--- config.mk ---
export PLATFORM = sky130hd
export DESIGN_NAME = serial_byte_rx
export DESIGN_NICKNAME = d
export VERILOG_FILES = /design/src/rtl/rx_pkg.sv /design/src/rtl/rx_sync.sv /design/src/rtl/rx_tick_counter.sv /design/src/rtl/rx_shifter.sv /design/src/rtl/serial_byte_rx.sv
export SDC_FILE = /design/constraint.sdc
export NUM_CORES = 1
export LEC_CHECK = 0
export CELL_PAD_IN_SITES_DETAIL_PLACEMENT = 0
export CELL_PAD_IN_SITES_GLOBAL_PLACEMENT = 1
export CORE_MARGIN = 5
export CORE_UTILIZATION = 49
export DETAILED_ROUTE_END_ITERATION = 12
export DONT_BUFFER_PORTS = 1
export MAX_ROUTING_LAYER = met4
export PLACE_DENSITY_LB_ADDON = 0.1
export SLEW_MARGIN = 25
export SYNTH_ARGS = -nofsm -noshare
export SYNTH_HDL_FRONTEND = slang
export SYNTH_SLANG_ARGS = --single-unit
--- constraint.sdc ---
create_clock -name clk -period 2 [get_ports clk]
set_input_delay 0.5 -clock clk [delete_from_list [all_inputs] [get_ports clk]]
set_output_delay 0.5 -clock clk [all_outputs]
set_load 0.05 [all_outputs]
--- src/rtl/rx_pkg.sv ---
package rx_pkg;
   typedef enum logic [1:0] {
      ST_IDLE = 2'd0,
      ST_BITS = 2'd1,
      ST_STOP = 2'd2,
      ST_FAIL = 2'd3
   } rx_state_e;
endpackage

--- src/rtl/rx_sync.sv ---
module rx_sync #(
   parameter int STAGES   = 2,
   parameter bit IDLE_LVL = 1'b1
) (
   input  logic clk,
   input  logic rst_n,
   input  logic din,
   output logic dout
);
   logic [STAGES-1:0] chain;

   generate
      for (genvar i = 0; i < STAGES; i++) begin : g_stage
         if (i == 0) begin : g_first
            always_ff @(posedge clk or negedge rst_n)
               if (!rst_n) chain[0] <= IDLE_LVL;
               else        chain[0] <= din;
         end else begin : g_rest
            always_ff @(posedge clk or negedge rst_n)
               if (!rst_n) chain[i] <= IDLE_LVL;
               else        chain[i] <= chain[i-1];
         end
      end
   endgenerate

   assign dout = chain[STAGES-1];
endmodule

--- src/rtl/rx_tick_counter.sv ---
module rx_tick_counter #(
   parameter int W = 4
) (
   input  logic         clk,
   input  logic         rst_n,
   input  logic         clr,
   input  logic         inc,
   output logic [W-1:0] count
);
   always_ff @(posedge clk or negedge rst_n) begin
      if (!rst_n)   count <= '0;
      else if (clr) count <= '0;
      else if (inc) count <= count + 1'b1;
   end
endmodule

--- src/rtl/rx_shifter.sv ---
module rx_shifter #(
   parameter int DW        = 8,
   parameter bit LSB_FIRST = 1'b1
) (
   input  logic          clk,
   input  logic          rst_n,
   input  logic          shift_en,
   input  logic          bit_in,
   output logic [DW-1:0] data,
   output logic          last_bit
);
   localparam int IW = (DW > 1) ? $clog2(DW) : 1;
   localparam logic [IW-1:0] LAST_IDX = IW'(DW - 1);

   logic [IW-1:0] idx;
   logic [DW-1:0] data_nxt;

   generate
      if (DW == 1) begin : g_single
         assign data_nxt = bit_in;
      end else if (LSB_FIRST) begin : g_lsb
         assign data_nxt = {bit_in, data[DW-1:1]};
      end else begin : g_msb
         assign data_nxt = {data[DW-2:0], bit_in};
      end
   endgenerate

   assign last_bit = (idx == LAST_IDX);

   always_ff @(posedge clk or negedge rst_n) begin
      if (!rst_n) begin
         data <= '0;
         idx  <= '0;
      end else if (shift_en) begin
         data <= data_nxt;
         idx  <= last_bit ? '0 : idx + 1'b1;
      end
   end
endmodule

--- src/rtl/serial_byte_rx.sv ---
module serial_byte_rx #(
   parameter int DATA_BITS   = 8,
   parameter int OVERSAMPLE  = 16,
   parameter int START_CHECK = 8,
   parameter int SYNC_STAGES = 2,
   parameter bit LSB_FIRST   = 1'b1
) (
   input  logic                 clk,
   input  logic                 rst_n,
   input  logic                 smp_en,
   input  logic                 rx_line,
   output logic [DATA_BITS-1:0] rx_byte,
   output logic                 byte_rdy,
   output logic                 frame_err
);
   import rx_pkg::*;

   localparam int CW = $clog2(OVERSAMPLE);
   localparam logic [CW-1:0] OS_LAST    = CW'(OVERSAMPLE - 1);
   localparam logic [CW-1:0] START_LAST = CW'(START_CHECK - 1);

   generate
      if (OVERSAMPLE < 2) begin : g_bad_os
         $error("OVERSAMPLE must be at least 2");
      end
      if (START_CHECK < 1 || START_CHECK > OVERSAMPLE) begin : g_bad_start
         $error("START_CHECK must lie in 1..OVERSAMPLE");
      end
      if (SYNC_STAGES < 2) begin : g_bad_sync
         $error("SYNC_STAGES must be at least 2");
      end
      if (DATA_BITS < 1) begin : g_bad_dw
         $error("DATA_BITS must be at least 1");
      end
   endgenerate

   rx_state_e     st, st_nxt;
   logic          line_s;
   logic [CW-1:0] cnt;
   logic          cnt_clr, cnt_inc;
   logic          shift_en, last_bit;
   logic          stop_ok, stop_ok_set, stop_ok_clr;

   rx_sync #(.STAGES(SYNC_STAGES), .IDLE_LVL(1'b1)) u_sync (
      .clk (clk),
      .rst_n (rst_n),
      .din (rx_line),
      .dout (line_s)
   );

   rx_tick_counter #(.W(CW)) u_cnt (
      .clk (clk),
      .rst_n (rst_n),
      .clr (cnt_clr),
      .inc (cnt_inc),
      .count (cnt)
   );

   rx_shifter #(.DW(DATA_BITS), .LSB_FIRST(LSB_FIRST)) u_shift (
      .clk (clk),
      .rst_n (rst_n),
      .shift_en (shift_en),
      .bit_in (line_s),
      .data (rx_byte),
      .last_bit (last_bit)
   );

   always_comb begin
      st_nxt      = st;
      cnt_clr     = 1'b0;
      cnt_inc     = 1'b0;
      shift_en    = 1'b0;
      stop_ok_set = 1'b0;
      stop_ok_clr = 1'b0;
      if (smp_en) begin
         unique case (st)
            ST_IDLE: begin
               if (line_s) begin
                  cnt_clr = 1'b1;
               end else if (cnt == START_LAST) begin
                  cnt_clr = 1'b1;
                  st_nxt  = ST_BITS;
               end else begin
                  cnt_inc = 1'b1;
               end
            end
            ST_BITS: begin
               if (cnt == OS_LAST) begin
                  cnt_clr  = 1'b1;
                  shift_en = 1'b1;
                  if (last_bit) st_nxt = ST_STOP;
               end else begin
                  cnt_inc = 1'b1;
               end
            end
            ST_STOP: begin
               if (stop_ok) begin
                  if (line_s) begin
                     stop_ok_clr = 1'b1;
                     cnt_clr     = 1'b1;
                     st_nxt      = ST_IDLE;
                  end
               end else if (cnt == OS_LAST) begin
                  cnt_clr = 1'b1;
                  if (line_s) st_nxt = ST_FAIL;
                  else        stop_ok_set = 1'b1;
               end else begin
                  cnt_inc = 1'b1;
               end
            end
            default: ;
         endcase
      end
   end

   always_ff @(posedge clk or negedge rst_n) begin
      if (!rst_n) begin
         st      <= ST_IDLE;
         stop_ok <= 1'b0;
      end else begin
         st <= st_nxt;
         if (stop_ok_clr)      stop_ok <= 1'b0;
         else if (stop_ok_set) stop_ok <= 1'b1;
      end
   end

   assign byte_rdy  = (st == ST_STOP);
   assign frame_err = (st == ST_FAIL);
endmodule

; Word-level counts from Yosys, hierarchy flattened
; Index checks and enable logic that the tools add are counted.
; W data, S select, Z words.
[word_totals]
reg_bits = 20
latchBits = 0
mem_bits_rw = 0
rom_bits = 0
in_bits = 4
output_inout_bits = 10
word_cells = 63
memories = 0
[op_classes]
addsub = 2
multipliers = 0
div_mod_pow = 0
magnitude_cmp = 0
eq_ne = 12
n_shift = 0
muxes = 37
bitwise_logic = 0
n_reduce_logical = 5
[op_table]
columns = cell, count
row1 = $mux W1, 23
row2 = $mux W2, 8
row3 = $mux W4, 2
row4 = $reduce_and A8 Y1, 1
row5 = $ne A2 B2 Y1 const B, 3
row6 = $pmux W1 S3, 2
row7 = $pmux W2 S3, 1
row8 = $add A4 B1 Y4 const B, 1
row9 = $eq A2 B2 Y1 const B, 2
row10 = $eq A4 B3 Y1 const B, 1
row11 = $eq A4 B4 Y1 const B, 1
row12 = $ne A2 B1 Y1 const B, 2
row13 = $reduce_bool A2 Y1, 2
row14 = $add A3 B1 Y3 const B, 1
row15 = $eq A3 B3 Y1 const B, 1
row16 = $mux W3, 1
row17 = $ne A3 B1 Y1 const B, 1
row18 = $reduce_bool A3 Y1, 1
row19 = $eq A2 B1 Y1 const B, 1
row20 = $logic_not A2 Y1, 1

; Longest topological paths before layout
[logic_depth]
word_depth = 7
depth_mapped = 7
mapped_depth_nobuf = 7

; Modules after synthesis
; A second synthesis with hierarchy kept.
[unflattened]
cells_unflattened = 82
area_unflattened_um2 = 1042.2
[modules_own_cells]
columns = module, n_inst, cells_each, area_each_um2, seq_area_each_um2
row1 = rx_shifter, 1, 26, 476.7, 275.3
row2 = serial_byte_rx, 1, 38, 320.3, 75.1
row3 = rx_tick_counter, 1, 16, 192.7, 100.1
row4 = rx_sync, 1, 2, 52.6, 52.6

; Least setup slack after synthesis
; No wires, ideal clock.
[synth_timing]
path_kind = register to register
startpoint = register st[0]
endpoint = register u_cnt.count[1]
setup_ns = 0.126
t_arrival_ns = 1.781
slack_ns = 0.094
path_stages_with_launch = 8
n_path_buf = 0
period_less_slack_ns = 1.906
cell_sequence = dfrtp_1 -> inv_1 -> ha_1 -> nor2b_4 -> o21ai_2 -> a21oi_2 -> mux2i_1 -> nor2_1
[synth_between]
elab_chain_cells = 4
elab_cells_between_ends = 9
classes_between = 2 x eq/ne / 5 x mux / 2 x reduce/logical
[synth_rtl]
columns = element, line
row1 = start: declaration, serial_byte_rx.sv:37  ; rx_state_e st, st_nxt;
row2 = start signal: assignment, serial_byte_rx.sv:121  ; st <= st_nxt;
row3 = $eq A2 B2 Y1 *, -
row4 = via byte_rdy, serial_byte_rx.sv:13  ; output logic byte_rdy,
row5 = $pmux W1 S3, serial_byte_rx.sv:76  ; unique case (st)
row6 = $mux W1, serial_byte_rx.sv:75  ; if (smp_en) begin
row7 = $mux W4 / $reduce_bool A2 Y1 (equally long branches), -
row8 = end signal: assignment, rx_tick_counter.sv:13  ; else if (inc) count <= count + 1'b1;
row9 = end: declaration, rx_tick_counter.sv:8  ; output logic [W-1:0] count
; The timed path passes the listed nets; every way through them passes the cells marked *.
; A chain may end at the register's enable or synchronous reset.

; Worst setup path in the final report
[layout_timing]
startpoint = register st[0]
endpoint = output port byte_rdy
[layout_between]
elab_chain_cells = 1
[layout_rtl]
columns = element, line
row1 = $eq A2 B2 Y1, serial_byte_rx.sv:127  ; assign byte_rdy = (st == ST_STOP);
row2 = end: declaration, serial_byte_rx.sv:13
; Every way passes these cells.

==> impl_metrics.yaml <==
routing:
  post_drt_via_cell_ratio: 5.442
  drt-pass1-iter-count: 4
  antenna_left: 0
  drt-total-wl_mm: 1.703
  route.detailed.drc: 0
  detailroute.via_count: 653
  initialDrtViolationCount: 7
  wl_per_cell_um: 14.19
grt:
  grt_first_pass_wirelength_mm: 2.842
  grt_max_degree: 19
  global_routing_met3_resource_utilization: 0.04128
  first_global_vias: 636
  global_route.usage.met1: 0.1491
  grt.busiest_layer: "met2"
  grt_antenna_before_repair: 0
  grtUsageTotal: 0.1173
  grt-ovfl-total: 0
  grt_use_met2: 0.1686
floorplan:
  die_width_um: 56.29
  height_of_the_chip_um: 56.29
  design.die.area_um2: 3168
  initial_utilization: 0.5244
  placeableCoreArea_um2: 2002
  boundaryPins: 14
  floorplan.rows: 16
synthesis:
  synth_seq_cells: 20
  synth_enable_flop_cells: 0
  synth.lib_cells_used.distinct: 30
  synthesis.instances: 85
  synthTopCellsByArea: "sky130_fd_sc_hd__dfrtp_1 43%, sky130_fd_sc_hd__mux2_4 11%, sky130_fd_sc_hd__ha_1 8.3%, sky130_fd_sc_hd__dfstp_2 5.0%, sky130_fd_sc_hd__nor2_1 2.5%"
  synth_warnings: 0
  synthesis.area_um2: 1050
  ys_async_sr_fraction: 1.000
  synth_seq_area_share: 0.4791
  syn_area_per_cell_um2: 12.35
  post-synth-top-area-cell: "sky130_fd_sc_hd__dfrtp_1"
  number_of_nets_produced_by_synthesis: 96
  synth.top_cell.area_share: 0.4291
  synthFlopType: "sky130_fd_sc_hd__dfrtp_1"
worst_setup_path:
  critical_path_class: "reg -> out"
  worst_r2r_path_depth: 7
  cp_data_arrival_time_ps: 1330
  endpoint_kind: "output port"
  crit-reg2reg-launch: "st[1]"
  timing.reg2reg.setup_slack_ps: 350
  cp_data_required_time_ps: 1500
  critPathMaxFanout: 6
  worst_r2r_endpoint: "st[1]"
  cp-start-kind: "flip-flop"
timing:
  worst-slew-pin-transition_ps: 792.0
  relSlewSlack: 0.4703
  final.hold.worst_slack_ps: 191.5
  final-max-slew-violation-count: 0
  max_freq_mhz: 546.4
  clock_skew_ps: 7.515
  timing_hold_violations_final: 0
  min_period_over_period: 0.9151
  setup_viol_count_final: 0
  post_layout_min_period_ps: 1830
  setup_ws_ps: 169.8
  final.setup.tns_ps: 0
  rsz0062_at_grt: "no"
placement:
  dp_slack_ps: 368.6
  post_dp_cell_area_um2: 1086
  buffer_ports.inserted: 0
  numPlacedInstances: 114
  detailed_place_hpwl_mm: 1.272
  place_congestion: 0.8219
power_and_ir_drop:
  p_comb_frac: 0.263
  clockPowerShare: 0.277
  p_total_mw: 1.173
  standby_leakage_power_nw: 0.5423
  pwr-share-seq: 0.460
  switching_share: 0.3038
  p_switching_uw: 356.5
  ir_drop_uv: 698.2
  cell_internal_pwr_uw: 816.9
  power-per-cell-area_nw_per_um2: 1013
finish:
  seqCellArea_um2: 503.0
  layout.cells.most_common_list: "18 x sky130_fd_sc_hd__dfrtp_1, 8 x sky130_fd_sc_hd__mux2_4, 7 x sky130_fd_sc_hd__nor2_1, 7 x sky130_fd_sc_hd__ha_1, 5 x sky130_fd_sc_hd__a21oi_1"
  final_nets: 105
  antenna-diode-count: 0
  layout.core_utilization: 0.5788
  layout-drive-gt1-share: 0.2688
  nFillCells: 179
  layout_commonest_cell: "sky130_fd_sc_hd__dfrtp_1"
  multi_input_area_um2: 511.7
  layout.cell_area.non_filler_um2: 1159
  area_growth_syn_to_layout_pct: 10.37
  final-instance-count-excl-fill: 120
hold_path:
  min-delay-path-class: "in -> reg"
  holdPathEnd: "u_sync.chain[0]"
  hold_path.startpoint: "rx_line"
  holdPathStages: 0
cts:
  tritoncts.num_buffers: 3
  clkSinkCount: 20
  clockBufferDepth: 2
  htree_levels: 1
  post_cts.resized_instances: 0
  clock_insertion_delay_worst_skew_ps: 300
  clock_tree.root_cell: "sky130_fd_sc_hd__clkbuf_4"
  clock_tree_from_tritoncts: "done"
  clk_pin_slew_worst_paths_ps: 110
run_status:
  run_status: "finished clean"
run:
  timing.max_cap.violations: 0
[worst max-delay path: stages (launching register included)]
cell and delay [ps]:
sky130_fd_sc_hd__dfrtp_1 410, sky130_fd_sc_hd__inv_1 80, sky130_fd_sc_hd__ha_1 210, sky130_fd_sc_hd__buf_4 160, sky130_fd_sc_hd__buf_4 190
[logic make-up (layout without fill, tap and decap cells)]
group / count (synthesis) / in the layout / share of synthesized area
muxes: 11 / 11 / 0.1454
buffers and inverters: 5 / 13 / 0.03337
and+or+nand+nor: 23 / 23 / 0.1311
AOI/OAI and AO/OA: 16 / 16 / 0.1025
adders and majority gates: 7 / 7 / 0.08343
xor gates and xnor gates: 3 / 3 / 0.02503
DFF: 20 / 20 / 0.4791
[registers in the layout, indices dropped and copies added, names as in the netlist]
| register | count |
|---|---|
| u_shift.data | 8 |
| u_cnt.count | 4 |
| u_shift.idx | 3 |
| st | 2 |
| stop_ok | 1 |
| u_sync.chain | 1 |
| u_sync.dout | 1 |
[how the worst max path moves through the flow]
stage,start,endpoint,slack (ps)
4_1_cts,st[0],byte_rdy,150
2_1_floorplan,st[0],u_cnt.count[1],90
3_3_place_gp,st[1],st[1],350
6_report,st[0],byte_rdy,170
3_5_place_dp,u_cnt.count[0],u_shift.data[7],370
5_1_grt,st[0],byte_rdy,70
[cell usage after synthesis (2+ instances only)]
| library cell | n |
|---|---|
| sky130_fd_sc_hd__nor2_1 | 7 |
| sky130_fd_sc_hd__ha_1 | 7 |
| sky130_fd_sc_hd__a21oi_1 | 5 |
| sky130_fd_sc_hd__o21ai_2 | 2 |
| sky130_fd_sc_hd__nand2_1 | 2 |
| sky130_fd_sc_hd__nand3_1 | 3 |
| sky130_fd_sc_hd__xnor2_1 | 3 |
| sky130_fd_sc_hd__inv_1 | 4 |
| sky130_fd_sc_hd__dfstp_2 | 2 |
| sky130_fd_sc_hd__mux2_2 | 2 |
| sky130_fd_sc_hd__nand3b_1 | 2 |
| sky130_fd_sc_hd__mux2_4 | 8 |
| sky130_fd_sc_hd__and3_4 | 2 |
| sky130_fd_sc_hd__a31oi_1 | 2 |
| sky130_fd_sc_hd__nor2b_1 | 2 |
| sky130_fd_sc_hd__dfrtp_1 | 18 |
[per-layer routing]
metal,up-vias,wire (µm)
met5,-,0
met4,0,30
met3,4,85
met2,15,742
met1,317,845
li1,317,-
[repair_timing]
item                      4_1_cts  5_1_grt
hold endpoints to repair       18        2
hold buffers                    1        1
setup buffers                   0        0
[power groups by stage]
stage	registers, mW	logic [mW]	clock network (mW)
final	0.540	0.309	0.325
after global routing	0.550	0.355	0.358
after detailed placement	0.548	0.300	0
after floorplan	0.535	0.257	0
after CTS	0.541	0.311	0.333
after global placement	0.547	0.306	0
[final cells by class]
type | count | share of cell area
inverter | 4 | 0.01296
timing repair buffer | 5 | 0.03672
sequential | 20 | 0.4341
clock inverter | 1 | 0.02592
clock buffer | 3 | 0.01944
multi-input combinational | 60 | 0.4417
tap | 27 | 0.02916
Power figures use the tool's default switching activity.
